$ cat config.mk
export PLATFORM = sky130hd
export DESIGN_NAME = serial_rx_core
export DESIGN_NICKNAME = d
export VERILOG_FILES = /design/src/rtl/srx_pkg.sv /design/src/rtl/srx_bit_timer.sv /design/src/rtl/srx_frame_fsm.sv /design/src/rtl/srx_status.sv /design/src/rtl/serial_rx_core.sv
export SDC_FILE = /design/constraint.sdc
export NUM_CORES = 1
export LEC_CHECK = 0
export BUFFER_PORTS_ARGS = -buffer_cell sky130_fd_sc_hd__buf_2
export CAP_MARGIN = 20
export CORE_MARGIN = 2
export CORE_UTILIZATION = 58
export CTS_CLUSTER_DIAMETER = 200
export DETAILED_ROUTE_END_ITERATION = 8
export GPL_ROUTABILITY_DRIVEN = 0
export GPL_TIMING_DRIVEN = 0
export PLACE_DENSITY_LB_ADDON = 0.08
export SLEW_MARGIN = 10
export SYNTH_ARGS = -nofsm -noshare
export SYNTH_HDL_FRONTEND = slang
export SYNTH_HIERARCHICAL = 1
export SYNTH_SLANG_ARGS = --single-unit
$ cat constraint.sdc
create_clock -name clk -period 3.1 [get_ports clk]
set_input_delay 0.465 -clock clk [delete_from_list [all_inputs] [get_ports clk]]
set_output_delay 0.465 -clock clk [all_outputs]
set_load 0.02 [all_outputs]
$ cat src/rtl/srx_pkg.sv
package srx_pkg;

   typedef enum logic [2:0] {
      S_IDLE,
      S_START,
      S_DATA,
      S_PAR,
      S_STOP
   } srx_state_e;

   typedef struct packed {
      logic pbad;
      logic fbad;
   } srx_err_t;

endpackage

$ cat src/rtl/srx_bit_timer.sv
module srx_bit_timer #(
   parameter int OVS = 16
) (
   input  logic clk,
   input  logic mreset,
   input  logic en,
   input  logic restart,
   input  logic run,
   output logic strobe
);
   localparam int CW   = $clog2(OVS);
   localparam int HALF = OVS / 2;

   generate
      if (OVS < 4 || (OVS % 2) != 0) begin : g_bad_ovs
         $error("srx_bit_timer: OVS must be even and at least 4");
      end
   endgenerate

   logic [CW-1:0] left;

   always_ff @(posedge clk or posedge mreset) begin
      if (mreset) begin
         left <= '0;
      end else if (restart) begin
         left <= CW'(HALF - 1);
      end else if (run && en) begin
         if (left == '0) left <= CW'(OVS - 1);
         else            left <= left - 1'b1;
      end
   end

   assign strobe = run & en & (left == '0);

endmodule

$ cat src/rtl/srx_frame_fsm.sv
module srx_frame_fsm
   import srx_pkg::*;
#(
   parameter int MAX_W = 8,
   parameter int MIN_W = 5,
   parameter int OVS   = 16,
   localparam int LEN_W = $clog2(MAX_W - MIN_W + 1)
) (
   input  logic             clk,
   input  logic             mreset,
   input  logic             en,
   input  logic             line,
   input  logic [LEN_W-1:0] len_code,
   input  logic             par_off,
   input  logic             par_even,
   output logic             done,
   output logic [MAX_W-1:0] word_o,
   output srx_err_t         err_o
);
   localparam int IW = $clog2(MAX_W);
   localparam int NW = $clog2(MAX_W + 1);

   generate
      if ((1 << LEN_W) != (MAX_W - MIN_W + 1)) begin : g_bad_len
         $error("srx_frame_fsm: length range must span a power of two");
      end
   endgenerate

   srx_state_e       state;
   logic             line_q;
   logic [LEN_W-1:0] len_q;
   logic             poff_q;
   logic             peven_q;
   logic [IW-1:0]    bit_idx;
   logic             pbit;
   logic [MAX_W-1:0] cap;
   logic             fall;
   logic             strobe;
   logic [NW-1:0]    nbits;
   logic             last_bit;
   logic             ones_odd;

   assign fall     = en & line_q & ~line & (state == S_IDLE);
   assign nbits    = NW'(MIN_W) + NW'(len_q);
   assign last_bit = (NW'(bit_idx) == nbits - NW'(1));
   assign ones_odd = (^cap) ^ pbit;

   srx_bit_timer #(.OVS(OVS)) timer_i (
      .clk     (clk),
      .mreset  (mreset),
      .en      (en),
      .restart (fall),
      .run     (state != S_IDLE),
      .strobe  (strobe)
   );

   for (genvar i = 0; i < MAX_W; i++) begin : g_cap
      logic b;
      always_ff @(posedge clk or posedge mreset) begin
         if (mreset)
            b <= 1'b0;
         else if (fall)
            b <= 1'b0;
         else if (strobe && state == S_DATA && bit_idx == IW'(i))
            b <= line;
      end
      assign cap[i] = b;
   end

   always_ff @(posedge clk or posedge mreset) begin
      if (mreset) begin
         state   <= S_IDLE;
         line_q  <= 1'b1;
         len_q   <= '0;
         poff_q  <= 1'b1;
         peven_q <= 1'b0;
         bit_idx <= '0;
         pbit    <= 1'b0;
         done    <= 1'b0;
         word_o  <= '0;
         err_o   <= '0;
      end else begin
         done <= 1'b0;
         if (en) line_q <= line;
         unique case (state)
            S_IDLE: begin
               if (fall) begin
                  state   <= S_START;
                  len_q   <= len_code;
                  poff_q  <= par_off;
                  peven_q <= par_even;
                  pbit    <= 1'b0;
               end
            end
            S_START: begin
               bit_idx <= '0;
               if (strobe) state <= line ? S_IDLE : S_DATA;
            end
            S_DATA: begin
               if (strobe) begin
                  if (last_bit) state <= poff_q ? S_STOP : S_PAR;
                  else          bit_idx <= bit_idx + 1'b1;
               end
            end
            S_PAR: begin
               if (strobe) begin
                  pbit  <= line;
                  state <= S_STOP;
               end
            end
            S_STOP: begin
               if (strobe) begin
                  done       <= 1'b1;
                  word_o     <= cap;
                  err_o.fbad <= ~line;
                  err_o.pbad <= ~poff_q & (peven_q ? ones_odd : ~ones_odd);
                  state      <= S_IDLE;
               end
            end
            default: state <= S_IDLE;
         endcase
      end
   end

endmodule

$ cat src/rtl/srx_status.sv
module srx_status
   import srx_pkg::*;
#(
   parameter int MAX_W = 8
) (
   input  logic             clk,
   input  logic             mreset,
   input  logic             done,
   input  logic [MAX_W-1:0] word_in,
   input  srx_err_t         err_in,
   input  logic             clr_n,
   output logic [MAX_W-1:0] buf_word,
   output logic             ready,
   output logic             pe,
   output logic             fe,
   output logic             oe
);

   always_ff @(posedge clk) begin
      if (done) buf_word <= word_in;
   end

   always_ff @(posedge clk or posedge mreset) begin
      if (mreset) begin
         ready <= 1'b0;
         pe    <= 1'b0;
         fe    <= 1'b0;
         oe    <= 1'b0;
      end else begin
         if (done)        ready <= 1'b1;
         else if (!clr_n) ready <= 1'b0;
         if (done) begin
            oe <= oe | ready;
            pe <= pe | err_in.pbad;
            fe <= fe | err_in.fbad;
         end
      end
   end

endmodule

$ cat src/rtl/serial_rx_core.sv
module serial_rx_core
   import srx_pkg::*;
#(
   parameter int MAX_W = 8,
   parameter int MIN_W = 5,
   parameter int OVS   = 16,
   localparam int LEN_W = $clog2(MAX_W - MIN_W + 1)
) (
   input  logic             clk,
   input  logic             mreset,
   input  logic             samp_en,
   input  logic             rx_line,
   input  logic [LEN_W-1:0] len_code,
   input  logic             par_off,
   input  logic             par_even,
   input  logic             rdy_clr_n,
   output logic [MAX_W-1:0] rx_word,
   output logic             rx_ready,
   output logic             err_parity,
   output logic             err_frame,
   output logic             err_overrun
);

   generate
      if (MIN_W < 1 || MAX_W < MIN_W) begin : g_bad_w
         $error("serial_rx_core: bad width range");
      end
   endgenerate

   logic             done_w;
   logic [MAX_W-1:0] word_w;
   srx_err_t         err_w;

   srx_frame_fsm #(.MAX_W(MAX_W), .MIN_W(MIN_W), .OVS(OVS)) fsm_i (
      .clk      (clk),
      .mreset   (mreset),
      .en       (samp_en),
      .line     (rx_line),
      .len_code (len_code),
      .par_off  (par_off),
      .par_even (par_even),
      .done     (done_w),
      .word_o   (word_w),
      .err_o    (err_w)
   );

   srx_status #(.MAX_W(MAX_W)) status_i (
      .clk      (clk),
      .mreset   (mreset),
      .done     (done_w),
      .word_in  (word_w),
      .err_in   (err_w),
      .clr_n    (rdy_clr_n),
      .buf_word (rx_word),
      .ready    (rx_ready),
      .pe       (err_parity),
      .fe       (err_frame),
      .oe       (err_overrun)
   );

endmodule

==> results.md, run 1 <==
| Quantity | This run | Unit |
|:---|:---|:---|
| Residual overflow from global routing | 0 | - |
| Number of global-route vias before repair | 1457 | - |
| Buffer cell driving the clock tree root | sky130_fd_sc_hd__clkbuf_8 | - |
| Power density over the cells | 656 | nW/um^2 |
| Post-CTS Hold Buffers | 0 | - |
| Largest buffer count on any clock path | 2 | - |
| Part of the cycle the worst path needs | 0.803 | - |
| Diode count | 0 | - |
| Max Fanout on Critical Path | 10 | - |
| Post-synthesis instance area | 2140 | um^2 |
| Min Clock Period, post-route | 2.49 | ns |
| Number of flip-flops and latches in the synthesized netlist | 47 | - |
| Global-route wire length before repair | 6.54 | mm |
| Die area | 4200 | um^2 |
| Number of distinct library cells after synthesis | 44 | - |
| Worst reg-to-reg setup slack | 0.61 | ns |
| Synthesized Nets | 218 | - |
| Final-layout setup total negative slack | 0 | ns |
| Sequential power share | 0.470 | - |
| Number of synthesized flops with an enable pin | 8 | - |
| Average routed wire per standard cell | 13.4 | um |
| Number of violations of the max-capacitance limit | 0 | - |
| Drt first pass iters | 4 | - |
| Reg clk slew, reported paths | 0.08 | ns |
| Cells resized by post-CTS repair | 0 | - |
| Critical-path cell with the highest stage delay | sky130_fd_sc_hd__dfrtp_1 | - |
| Layout cell share with drive strength beyond 1 | 0.160 | - |
| Max-slew violation total from the final report | 0 | - |
| Kind of path behind the tightest hold check | input pin to asynchronous set/reset pin | - |
| Slew at the pin with the worst max-slew slack | 0.532 | ns |
| P_int | 0.00118 | W |
| Via count of the routed design | 1490 | - |
| Critical path's top delay family | simple AND/OR/NAND/NOR gates | - |
| Outcome | finished, final reports clean | - |
| Launching element type of the critical path | register | - |
| Maximum number of pins on one net before global-route repair | 21 | - |
| Syn avg cell area | 10.6 | um^2 |
| Switch share | 0.269 | - |
| PnR Total Power | 0.00162 | W |
| Rows | 22 | - |
| Count of boundary I/O pins | 21 | - |
| Reg-to-Reg Start | fsm_i/state[2] | - |
| Endpoint type of the worst setup path | register | - |
| Number of synthesis warnings | 6 | - |
| Most frequent cell on the critical path | sky130_fd_sc_hd__and3b_2 | - |
| Worst setup timing slack at the placement stage | 0.658 | ns |
| Residual DRC count | 0 | - |
| Avg Vias per Cell | 5.34 | - |
| Number of antenna violations at the first check in global routing | 0 | - |
| Die extent in y | 64.8 | um |
| Post-detailed-route count of antenna-violating nets | 0 | - |
| Number of hold violations in the final report | 0 | - |
| Htree depth | 2 | - |
| Top cells by area in the synthesized netlist | sky130_fd_sc_hd__dfrtp_1 43%, sky130_fd_sc_hd__edfxtp_1 11%, sky130_fd_sc_hd__nand2_1 9.8% | - |
| Highest clock rate | 402 | MHz |
| Port buffer count | 20 | - |
| Worst r2r dst | fsm_i/bit_idx[1] | - |
| Crit-path cells | clkbuf_1 -> or3_1 -> and3b_2 -> and3b_2 -> nand2_1 -> a311o_1 -> o211a_1 -> a221o_1 | - |
| Seq/Total Area, Yosys | 0.569 | - |
| TritonCTS Buffers | 5 | - |
| Iteration-0 DRC count of the detailed router | 88 | - |
| Clock tree from TritonCTS | yes | - |
| Final number of setup-violating endpoints | 0 | - |
| Dominant cell type by area after synthesis | sky130_fd_sc_hd__dfrtp_1 | - |
| Cells after synthesis | 202 | - |
| Type of the worst setup path | register to register | - |
| Crit path launch | fsm_i/state[2] | - |
| Buffering stage count on the worst path with inverters included | 1 | - |
| Maximum single-stage delay on the critical path | 0.46 | ns |
| Layout area overhead | 15.0 | % |
| Clock Skew | 0.00605 | ns |
| Data arrival time of the worst path | 2.67 | ns |
| Total GRT Usage | 0.206 | - |
| Async SR Flop Fraction | 0.830 | - |
| Area share of the largest cell type after synthesis | 0.432 | - |
| Static Leakage | 1.21 | nW |
| Post-CTS setup-driven buffer insertion count | 0 | - |
| Core area | 3610 | um^2 |
| Count of clock tree sinks | 47 | - |
| Die span in x | 64.8 | um |
| HPWL after detailed placement | 2.78 | mm |
| Worst r2r path cells | 8 | - |
| Number of nets in the final layout | 246 | - |
| Least setup slack across all paths after layout | 0.610 | ns |
| Clock insertion delay at the later pin of the skew report | 0.30 | ns |
| Most frequently used flop master after synthesis | sky130_fd_sc_hd__dfrtp_1 | - |
| Critical path required time | 3.28 | ns |
| IR Drop Worst-Case VDD | 0.406 | mV |
| Slew HR | 0.645 | - |
| Setup repair after global routing missed its margin | no | - |
| Reported net switching power | 0.000435 | W |
| Proportion of power drawn by the clock network | 0.321 | - |
| Gate power share | 0.209 | - |
| Initial Util | 0.594 | - |
| Overall routed net length | 3.73 | mm |
[cells by family after synthesis]
logic type	Yosys count	share of synthesized area
buffers and inverters	19	0.0356
flip-flops	47	0.569
XOR/XNOR	12	0.0555
multiplexers	8	0.0380
AO/OA/AOI/OAI	28	0.0923
AND/OR/NAND/NOR	81	0.169
adder cells (fa/ha/maj)	7	0.0409
[per-stage QoR]
| step | area [um^2] | util | hold WS (ns) | std cells |
|---|---|---|---|---|
| final | 2460 | 0.683 | 0.0559 | 279 |
| after global routing | 2460 | 0.683 | 0.0692 | 279 |
| after CTS | 2460 | 0.683 | 0.0544 | 279 |
| after detailed placement | 2330 | 0.646 | 0.381 | 271 |
| after global placement | 2300 | 0.638 | 0.367 | 270 |
| after floorplan | 2140 | - | 0.231 | 202 |
[flip-flops by register name (all words and copies together) (netlist names)]
register	flops
fsm_i/g_cap.b	8
fsm_i/word_o	8
status_i/buf_word	8
fsm_i/timer_i/left	4
fsm_i/bit_idx	3
fsm_i/state	3
fsm_i/err_o	2
fsm_i/len_q	2
fsm_i/done	1
fsm_i/line_q	1
fsm_i/pbit	1
fsm_i/peven_q	1
fsm_i/poff_q	1
status_i/fe	1
status_i/oe	1
status_i/pe	1
status_i/ready	1
[routing by layer]
layer | up-vias | share of wire | wire length, um | global-route usage
li1 | 733 | - | - | -
met2 | 31 | 0.50 | 1880 | 0.356
met3 | 7 | 0.038 | 141 | 0.0469
met5 | - | 0 | 0 | 0
met1 | 719 | 0.44 | 1650 | 0.253
met4 | 0 | 0.016 | 58 | 0.0718
[cell usage after synthesis, types with 4 or more instances]
cell type	number
sky130_fd_sc_hd__nand2_1	56
sky130_fd_sc_hd__dfrtp_1	37
sky130_fd_sc_hd__inv_1	12
sky130_fd_sc_hd__xnor2_1	10
sky130_fd_sc_hd__edfxtp_1	8
sky130_fd_sc_hd__nor2_1	8
sky130_fd_sc_hd__ha_1	7
sky130_fd_sc_hd__mux2i_1	7
sky130_fd_sc_hd__o21ai_0	6
sky130_fd_sc_hd__a21o_1	4
sky130_fd_sc_hd__a21oi_1	4
sky130_fd_sc_hd__clkbuf_1	4
sky130_fd_sc_hd__nand3_1	4
[area by class of cell]
class                      instances  area (um^2)
buffer                             6         27.5
tap                               48         60.1
multi-input combinational        136          847
timing repair buffer              21          128
fill                             287         1140
clock inverter                     2         60.1
inverter                          13         48.8
sequential                        47         1220
clock buffer                       6         72.6
[power groups by stage]
| stage | Combinational [W] | Clock [W] | Sequential, W |
|---|---|---|---|
| after floorplan | 0.000269 | 0 | 0.000755 |
| after global placement | 0.000310 | 0 | 0.000767 |
| after CTS | 0.000337 | 0.000528 | 0.000758 |
| after detailed placement | 0.000335 | 0 | 0.000771 |
| final | 0.000337 | 0.000519 | 0.000759 |
| after global routing | 0.000381 | 0.000551 | 0.000768 |
[worst max path at each step]
stage                       end  slack [ns]  cells past startpoint
6_report       fsm_i/bit_idx[1]        0.61                      8
4_1_cts        fsm_i/bit_idx[1]        0.64                      8
5_1_grt         fsm_i/word_o[2]        0.45                      8
2_1_floorplan  fsm_i/bit_idx[1]        0.92                      8
3_5_place_dp   fsm_i/bit_idx[1]        0.66                      8
3_3_place_gp   fsm_i/bit_idx[1]        0.70                      8
[placed cells by master, fill, tap and decap left out, types with 2 or more instances in the layout]
cell,count
sky130_fd_sc_hd__ha_1,7
sky130_fd_sc_hd__nand2_1,56
sky130_fd_sc_hd__o21ai_0,6
sky130_fd_sc_hd__clkbuf_1,5
sky130_fd_sc_hd__and3b_2,2
sky130_fd_sc_hd__nand3_1,4
sky130_fd_sc_hd__nor2_1,8
sky130_fd_sc_hd__buf_2,21
sky130_fd_sc_hd__edfxtp_1,8
sky130_fd_sc_hd__nand2b_1,2
sky130_fd_sc_hd__dfstp_2,2
sky130_fd_sc_hd__a21o_1,4
sky130_fd_sc_hd__inv_1,12
sky130_fd_sc_hd__bufinv_16,2
sky130_fd_sc_hd__a21oi_1,4
sky130_fd_sc_hd__dfrtp_1,37
sky130_fd_sc_hd__xnor2_1,10
sky130_fd_sc_hd__mux2i_1,7
sky130_fd_sc_hd__and2_1,2
sky130_fd_sc_hd__clkbuf_8,5
[worst reg2reg max path: stages, from the launching register on]
cell and delay (ns):
sky130_fd_sc_hd__dfrtp_1 0.46, sky130_fd_sc_hd__clkbuf_1 0.35, sky130_fd_sc_hd__or3_1 0.20, sky130_fd_sc_hd__and3b_2 0.22, sky130_fd_sc_hd__and3b_2 0.24, sky130_fd_sc_hd__nand2_1 0.13
sky130_fd_sc_hd__a311o_1 0.39, sky130_fd_sc_hd__o211a_1 0.13, sky130_fd_sc_hd__a221o_1 0.26
(Power assumes the default switching activity.)
==> run 2, diff against run 1 <==
--- a/config.mk
+++ b/config.mk
@@ -8,7 +8,7 @@
 export BUFFER_PORTS_ARGS = -buffer_cell sky130_fd_sc_hd__buf_2
 export CAP_MARGIN = 20
 export CORE_MARGIN = 2
-export CORE_UTILIZATION = 58
+export CORE_UTILIZATION = 52
 export CTS_CLUSTER_DIAMETER = 200
 export DETAILED_ROUTE_END_ITERATION = 8
 export GPL_ROUTABILITY_DRIVEN = 0
==> constraint.sdc (replaced) <==
create_clock -name clk -period 2.01 [get_ports clk]
set_input_delay 0.3015 -clock clk [delete_from_list [all_inputs] [get_ports clk]]
set_output_delay 0.3015 -clock clk [all_outputs]
set_load 0.02 [all_outputs]
==> run 2 against run 1 <==
The run now ends with setup timing left. Clock skew about the same. Critical path depth down 1. Cell count up 4.3%. Clock power up 55%. Utilization down 3.1 points. Sequential cell count unchanged. Combinational power up 81%. Sequential power up 55%. Hold slack better by 0.13 ns. First-iteration DRC count up 50%. Worst setup slack worse by 0.64 ns. Power up 60%.
==> results.md, run 2 (synthesis gave the netlist of run 1 again) <==
| Quantity | This run | Unit |
|:---|:---|:---|
| Outcome | complete, but fails checks | - |
| Violations in the final reports | setup timing | - |
| Port buffer count | 20 | - |
| Part of the cycle the worst path needs | 1.01 | - |
| Total GRT Usage | 0.209 | - |
| Setup repair after global routing missed its margin | yes | - |
| HPWL after detailed placement | 2.93 | mm |
| Largest buffer count on any clock path | 2 | - |
| Critical-path cell with the highest stage delay | sky130_fd_sc_hd__dfrtp_2 | - |
| Rows | 23 | - |
| Slew HR | 0.696 | - |
| Kind of path behind the tightest hold check | input pin to register | - |
| Residual overflow from global routing | 0 | - |
| Maximum single-stage delay on the critical path | 0.40 | ns |
| Slew at the pin with the worst max-slew slack | 0.455 | ns |
| IR Drop Worst-Case VDD | 0.639 | mV |
| Clock Skew | 0.00570 | ns |
| Power density over the cells | 1000 | nW/um^2 |
| Final number of setup-violating endpoints | 1 | - |
| Min Clock Period, post-route | 2.04 | ns |
| Number of violations of the max-capacitance limit | 0 | - |
| Final-layout setup total negative slack | -0.0273 | ns |
| Layout area overhead | 20.8 | % |
| Reg clk slew, reported paths | 0.08 | ns |
| Cell area after layout | 2590 | um^2 |
| TritonCTS Buffers | 5 | - |
| Drt first pass iters | 4 | - |
| Initial Util | 0.539 | - |
| Maximum number of pins on one net before global-route repair | 23 | - |
| Count of clock tree sinks | 47 | - |
| Highest clock rate | 491 | MHz |
| Static Leakage | 1.28 | nW |
| Endpoint type of the worst setup path | register | - |
| Commonest non-fill, non-tap cell in the layout | sky130_fd_sc_hd__nand2_1 | - |
| Residual DRC count | 0 | - |
| Die span in x | 68.2 | um |
| Via count of the routed design | 1552 | - |
| Highest-count cells in the layout ignoring fill and taps | 49 x sky130_fd_sc_hd__nand2_1, 35 x sky130_fd_sc_hd__dfrtp_1, 21 x sky130_fd_sc_hd__buf_2, 12 x sky130_fd_sc_hd__inv_1, 12 x sky130_fd_sc_hd__buf_4 | - |
| Count of boundary I/O pins | 21 | - |
| Most frequent cell on the critical path | sky130_fd_sc_hd__and3b_2 | - |
| Worst reg-to-reg setup slack | -0.03 | ns |
| Number of nets in the final layout | 256 | - |
| Buffering stage count on the worst path with inverters included | 0 | - |
| Clock tree from TritonCTS | yes | - |
| Worst setup timing slack at the placement stage | -0.240 | ns |
| Crit-path cells | or3_4 -> and3b_2 -> and3b_2 -> and4bb_2 -> and2_4 -> nand2_2 -> mux2i_1 | - |
| Critical path required time | 2.22 | ns |
| Global-route wire length before repair | 7.00 | mm |
| Avg Vias per Cell | 5.33 | - |
| Critical path's top delay family | simple AND/OR/NAND/NOR gates | - |
| Hold slack | 0.187 | ns |
| Number of global-route vias before repair | 1596 | - |
| Core area | 3970 | um^2 |
| Number of hold violations in the final report | 0 | - |
| Clock insertion delay at the later pin of the skew report | 0.30 | ns |
| Post-detailed-route count of antenna-violating nets | 0 | - |
| Fillcell total | 322 | - |
| Overall routed net length | 4.14 | mm |
| Type of the worst setup path | register to register | - |
| Die extent in y | 68.2 | um |
| Die area | 4650 | um^2 |
| Data arrival time of the worst path | 2.25 | ns |
| Average routed wire per standard cell | 14.2 | um |
| Layout cell share with drive strength beyond 1 | 0.257 | - |
| Least setup slack across all paths after layout | -0.0273 | ns |
| Max Fanout on Critical Path | 5 | - |
| Registers with the most flip-flops | fsm_i/g_cap.b x8, fsm_i/word_o x8, status_i/buf_word x8 | - |
| Iteration-0 DRC count of the detailed router | 132 | - |
| PnR Total Power | 0.00259 | W |
| Launching element type of the critical path | register | - |
| Max-slew violation total from the final report | 0 | - |
| Buffer cell driving the clock tree root | sky130_fd_sc_hd__clkbuf_8 | - |
| Htree depth | 2 | - |
| Diode count | 0 | - |
| Number of antenna violations at the first check in global routing | 0 | - |
| Placed Area | 2370 | um^2 |
-- run 2: repair_timing --
item,in CTS,in global routing
setup endpoints to repair,21,19
resized for setup,6,3
pin swaps,8,3
buffers inserted,9,3
hold buffers,1,0
hold endpoints to repair,8,0
-- run 2: layout make-up --
cell class	instances	area (um^2)	share of cell area
Buffer	3	12.5	0.00484
Sequential cell	47	1220	0.472
Clock inverter	2	60.1	0.0232
Timing Repair Buffer	34	228	0.0880
Inverter	13	50.0	0.0193
Multi-Input combinational cell	136	881	0.340
Clock buffer	6	72.6	0.0280
Tap cell	50	62.6	0.0242
-- run 2: report_power, final --
part,leakage [nW],internal (W),switching [W]
Clock,0.0654,0.000497,0.000306
Sequential,0.571,0.00109,0.0000906
Combinational,0.646,0.000306,0.000303
-- run 2: routing by layer --
metal  vias to the layer above  part of all wire  track usage  wire length (um)
met5                         -                 0            0                 0
met4                         0             0.018       0.0850                75
met3                         8             0.043       0.0576               179
met2                        52              0.52        0.382              2160
met1                       740              0.42        0.225              1720
li1                        752                 -            -                 -
-- run 2: worst reg2reg max path, stage by stage (launching register included) --
cell and delay (ns):
sky130_fd_sc_hd__dfrtp_2 0.40, sky130_fd_sc_hd__or3_4 0.38, sky130_fd_sc_hd__and3b_2 0.21, sky130_fd_sc_hd__and3b_2 0.23, sky130_fd_sc_hd__and4bb_2 0.27, sky130_fd_sc_hd__and2_4 0.19, sky130_fd_sc_hd__nand2_2 0.06, sky130_fd_sc_hd__mux2i_1 0.22
-- run 2: worst paths after layout --
check                                  endpoint  cells past startpoint       startpoint
max                            fsm_i/g_cap[0].b                      7   fsm_i/state[2]
min                                fsm_i/poff_q                      3          par_off
max reg2reg                    fsm_i/g_cap[0].b                      7   fsm_i/state[2]
min reg2reg                status_i/buf_word[1]                      0  fsm_i/word_o[1]
max in group asynchronous          fsm_i/line_q                      4           mreset
min in group asynchronous           status_i/fe                      3           mreset
-- run 2: per-stage QoR --
stage / utilization / std cells
after floorplan: - / 202
after detailed placement: 0.597 / 273
after global placement: 0.590 / 272
final: 0.652 / 291
after CTS: 0.647 / 289
after global routing: 0.652 / 291
==> run 3, diff against run 2 <==
--- a/config.mk
+++ b/config.mk
@@ -12,8 +12,7 @@
 export CTS_CLUSTER_DIAMETER = 200
 export DETAILED_ROUTE_END_ITERATION = 8
 export GPL_ROUTABILITY_DRIVEN = 0
-export GPL_TIMING_DRIVEN = 0
-export PLACE_DENSITY_LB_ADDON = 0.08
+export PLACE_DENSITY = 0.76
 export SLEW_MARGIN = 10
 export SYNTH_ARGS = -nofsm -noshare
 export SYNTH_HDL_FRONTEND = slang
==> run 3 against run 2 <==
The run now ends clean. Hold slack improved by 0.0065 ns. Largest power group unchanged. First-iteration DRC count fell by 20%. Sequential share of layout area rose by 1.1 points. Register-to-register slack improved by 0.03 ns. Non-clock buffer count fell by 6. Clock skew rose by 0.0026 ns. Power fell by 3.3%. Critical path depth did not move. Critical path type unchanged. Fmax rose by 1.7%. Combinational power fell by 12%. Worst setup slack improved by 0.035 ns.
==> results.md, run 3 (synthesis gave the netlist of run 1 again) <==
| Quantity | This run | Unit |
|:---|:---|:---|
| Reg clk slew, reported paths | 0.08 | ns |
| Layout area overhead | 17.9 | % |
| Hold Path Stages | 3 | - |
| Maximum number of pins on one net before global-route repair | 32 | - |
| Reg-to-Reg Start | fsm_i/state[0] | - |
| Htree depth | 2 | - |
| PnR Total Power | 0.00251 | W |
| Number of antenna violations at the first check in global routing | 0 | - |
| Met2 routed wirelength | 1.71 | mm |
| Final number of setup-violating endpoints | 0 | - |
| Highest clock rate | 499 | MHz |
| Avg Vias per Cell | 5.16 | - |
| HPWL after detailed placement | 2.61 | mm |
| Static Leakage | 1.25 | nW |
| Met1 routed wirelength after detailed routing | 1.73 | mm |
| Min Clock Period, post-route | 2.00 | ns |
| Count of clock tree sinks | 47 | - |
| Number of hold violations in the final report | 0 | - |
| Rows | 23 | - |
| Total GRT Usage | 0.179 | - |
| Layout cell share with drive strength beyond 1 | 0.234 | - |
| Buffering stage count on the worst path with inverters included | 0 | - |
| Setup repair after global routing missed its margin | yes | - |
| Average routed wire per standard cell | 12.7 | um |
| Buffer cell driving the clock tree root | sky130_fd_sc_hd__clkbuf_8 | - |
| Overall routed net length | 3.62 | mm |
| Kind of path behind the tightest hold check | input pin to register | - |
| Slew HR | 0.705 | - |
| Iteration-0 DRC count of the detailed router | 106 | - |
| Least setup slack across all paths after layout | 0.00737 | ns |
| Clock tree from TritonCTS | yes | - |
| Worst Hold End | fsm_i/len_q[1] | - |
| Type of the worst setup path | register to register | - |
| Data arrival time of the worst path | 2.21 | ns |
| IR Drop Worst-Case VDD | 0.696 | mV |
| Commonest non-fill, non-tap cell in the layout | sky130_fd_sc_hd__nand2_1 | - |
| Residual overflow from global routing | 0 | - |
| Die span in x | 68.2 | um |
| Number of violations of the max-capacitance limit | 0 | - |
| Worst r2r dst | fsm_i/g_cap[4].b | - |
| Length of routed met3 wiring | 118 | um |
| Critical path's top delay family | simple AND/OR/NAND/NOR gates | - |
| Crit-path cells | or3_4 -> and3b_2 -> and3b_2 -> and4bb_2 -> and2_4 -> nand2_2 -> mux2i_1 | - |
| Critical path required time | 2.22 | ns |
| Endpoint type of the worst setup path | register | - |
| Power density over the cells | 992 | nW/um^2 |
| Core area | 3970 | um^2 |
| Count of boundary I/O pins | 21 | - |
| Max layer used | met4 | - |
| Clock insertion delay at the later pin of the skew report | 0.29 | ns |
| Die extent in y | 68.2 | um |
| Via count of the routed design | 1471 | - |
| Final-layout setup total negative slack | 0 | ns |
| Launching element type of the critical path | register | - |
| Maximum single-stage delay on the critical path | 0.39 | ns |
| Part of the cycle the worst path needs | 0.996 | - |
| Critical-path cell with the highest stage delay | sky130_fd_sc_hd__dfrtp_1 | - |
| Most frequent cell on the critical path | sky130_fd_sc_hd__and3b_2 | - |
| Initial Util | 0.539 | - |
| Worst setup timing slack at the placement stage | 0.0240 | ns |
| Global-route wire length before repair | 6.13 | mm |
| TritonCTS Buffers | 5 | - |
| Residual DRC count | 0 | - |
| Worst r2r path cells | 7 | - |
| Clock Skew | 0.00828 | ns |
| Post-detailed-route count of antenna-violating nets | 0 | - |
| Number of global-route vias before repair | 1364 | - |
| Number of nets in the final layout | 250 | - |
| Max-slew violation total from the final report | 0 | - |
| Drt first pass iters | 4 | - |
| Diode count | 0 | - |
| Slew at the pin with the worst max-slew slack | 0.436 | ns |
| Largest buffer count on any clock path | 2 | - |
| Worst Min Path Start | len_code[1] | - |
| Highest-count cells in the layout ignoring fill and taps | 48 x sky130_fd_sc_hd__nand2_1, 37 x sky130_fd_sc_hd__dfrtp_1, 20 x sky130_fd_sc_hd__buf_2, 12 x sky130_fd_sc_hd__inv_1 | - |
| Die area | 4650 | um^2 |
| Max Fanout on Critical Path | 4 | - |
| Outcome | finished, final reports clean | - |
| Worst reg-to-reg setup slack | 0.007 | ns |
| Registers with the most flip-flops | fsm_i/g_cap.b x8, fsm_i/word_o x8, status_i/buf_word x8 | - |
| Port buffer count | 20 | - |
| Final design utilization | 0.636 | - |
run 3: changes by cell type in the layout (fill, tap and decap cells not counted), moves of 2 or more:
cell,delta
sky130_fd_sc_hd__clkbuf_1,-2
sky130_fd_sc_hd__buf_4,-2
sky130_fd_sc_hd__dfrtp_1,+2
sky130_fd_sc_hd__dfrtp_2,-2
run 3: repair_timing:
item | 4_1_cts | 5_1_grt
setup buffers | 0 | 2
hold buffers | 1 | 0
endpoints found under the hold margin | 8 | 0
setup endpoints to repair | 0 | 7
resized for setup | 0 | 2
run 3: how the worst max path moves through the flow:
stage	from	end	cells after the start
after global placement	fsm_i/state[0]	fsm_i/g_cap[4].b	7
after global routing	fsm_i/state[0]	fsm_i/g_cap[4].b	7
after detailed placement	fsm_i/state[0]	fsm_i/g_cap[4].b	7
final	fsm_i/state[0]	fsm_i/g_cap[4].b	7
after floorplan	fsm_i/state[2]	fsm_i/bit_idx[1]	8
after CTS	fsm_i/state[0]	fsm_i/g_cap[4].b	7
run 3: per-stage QoR:
step                      cells  cell area, um^2  hold WS (ns)
final                       285             2520         0.193
after global routing        285             2520         0.197
after CTS                   283             2510         0.191
after detailed placement    274             2360         0.208
after global placement      274             2360         0.206
after floorplan             202             2180        0.0676
run 3: area by class of cell:
class | instances | area (um^2)
inverter | 13 | 48.8
fill | 314 | 1450
clock inverter | 2 | 60.1
timing repair buffer | 31 | 185
tap | 50 | 62.6
clock buffer | 6 | 72.6
multi-input combinational | 136 | 877
sequential | 47 | 1220
run 3: power by group:
group          internal [W]  switching (W)  leakage, nW
clock              0.000497       0.000298       0.0654
combinational      0.000254       0.000283        0.610
sequential          0.00109      0.0000874        0.574
total               0.00184       0.000668         1.25
run 3: worst min-delay path, stage by stage:
cell                      delay (ns)
sky130_fd_sc_hd__buf_2          0.07
sky130_fd_sc_hd__nand2_1        0.04
sky130_fd_sc_hd__nand2_1        0.04
run 3: routing by layer:
metal | track usage | vias to the layer above
met2 | 0.291 | 25
li1 | - | 743
met4 | 0.0625 | 0
met1 | 0.236 | 695
met3 | 0.0395 | 8
met5 | 0 | -
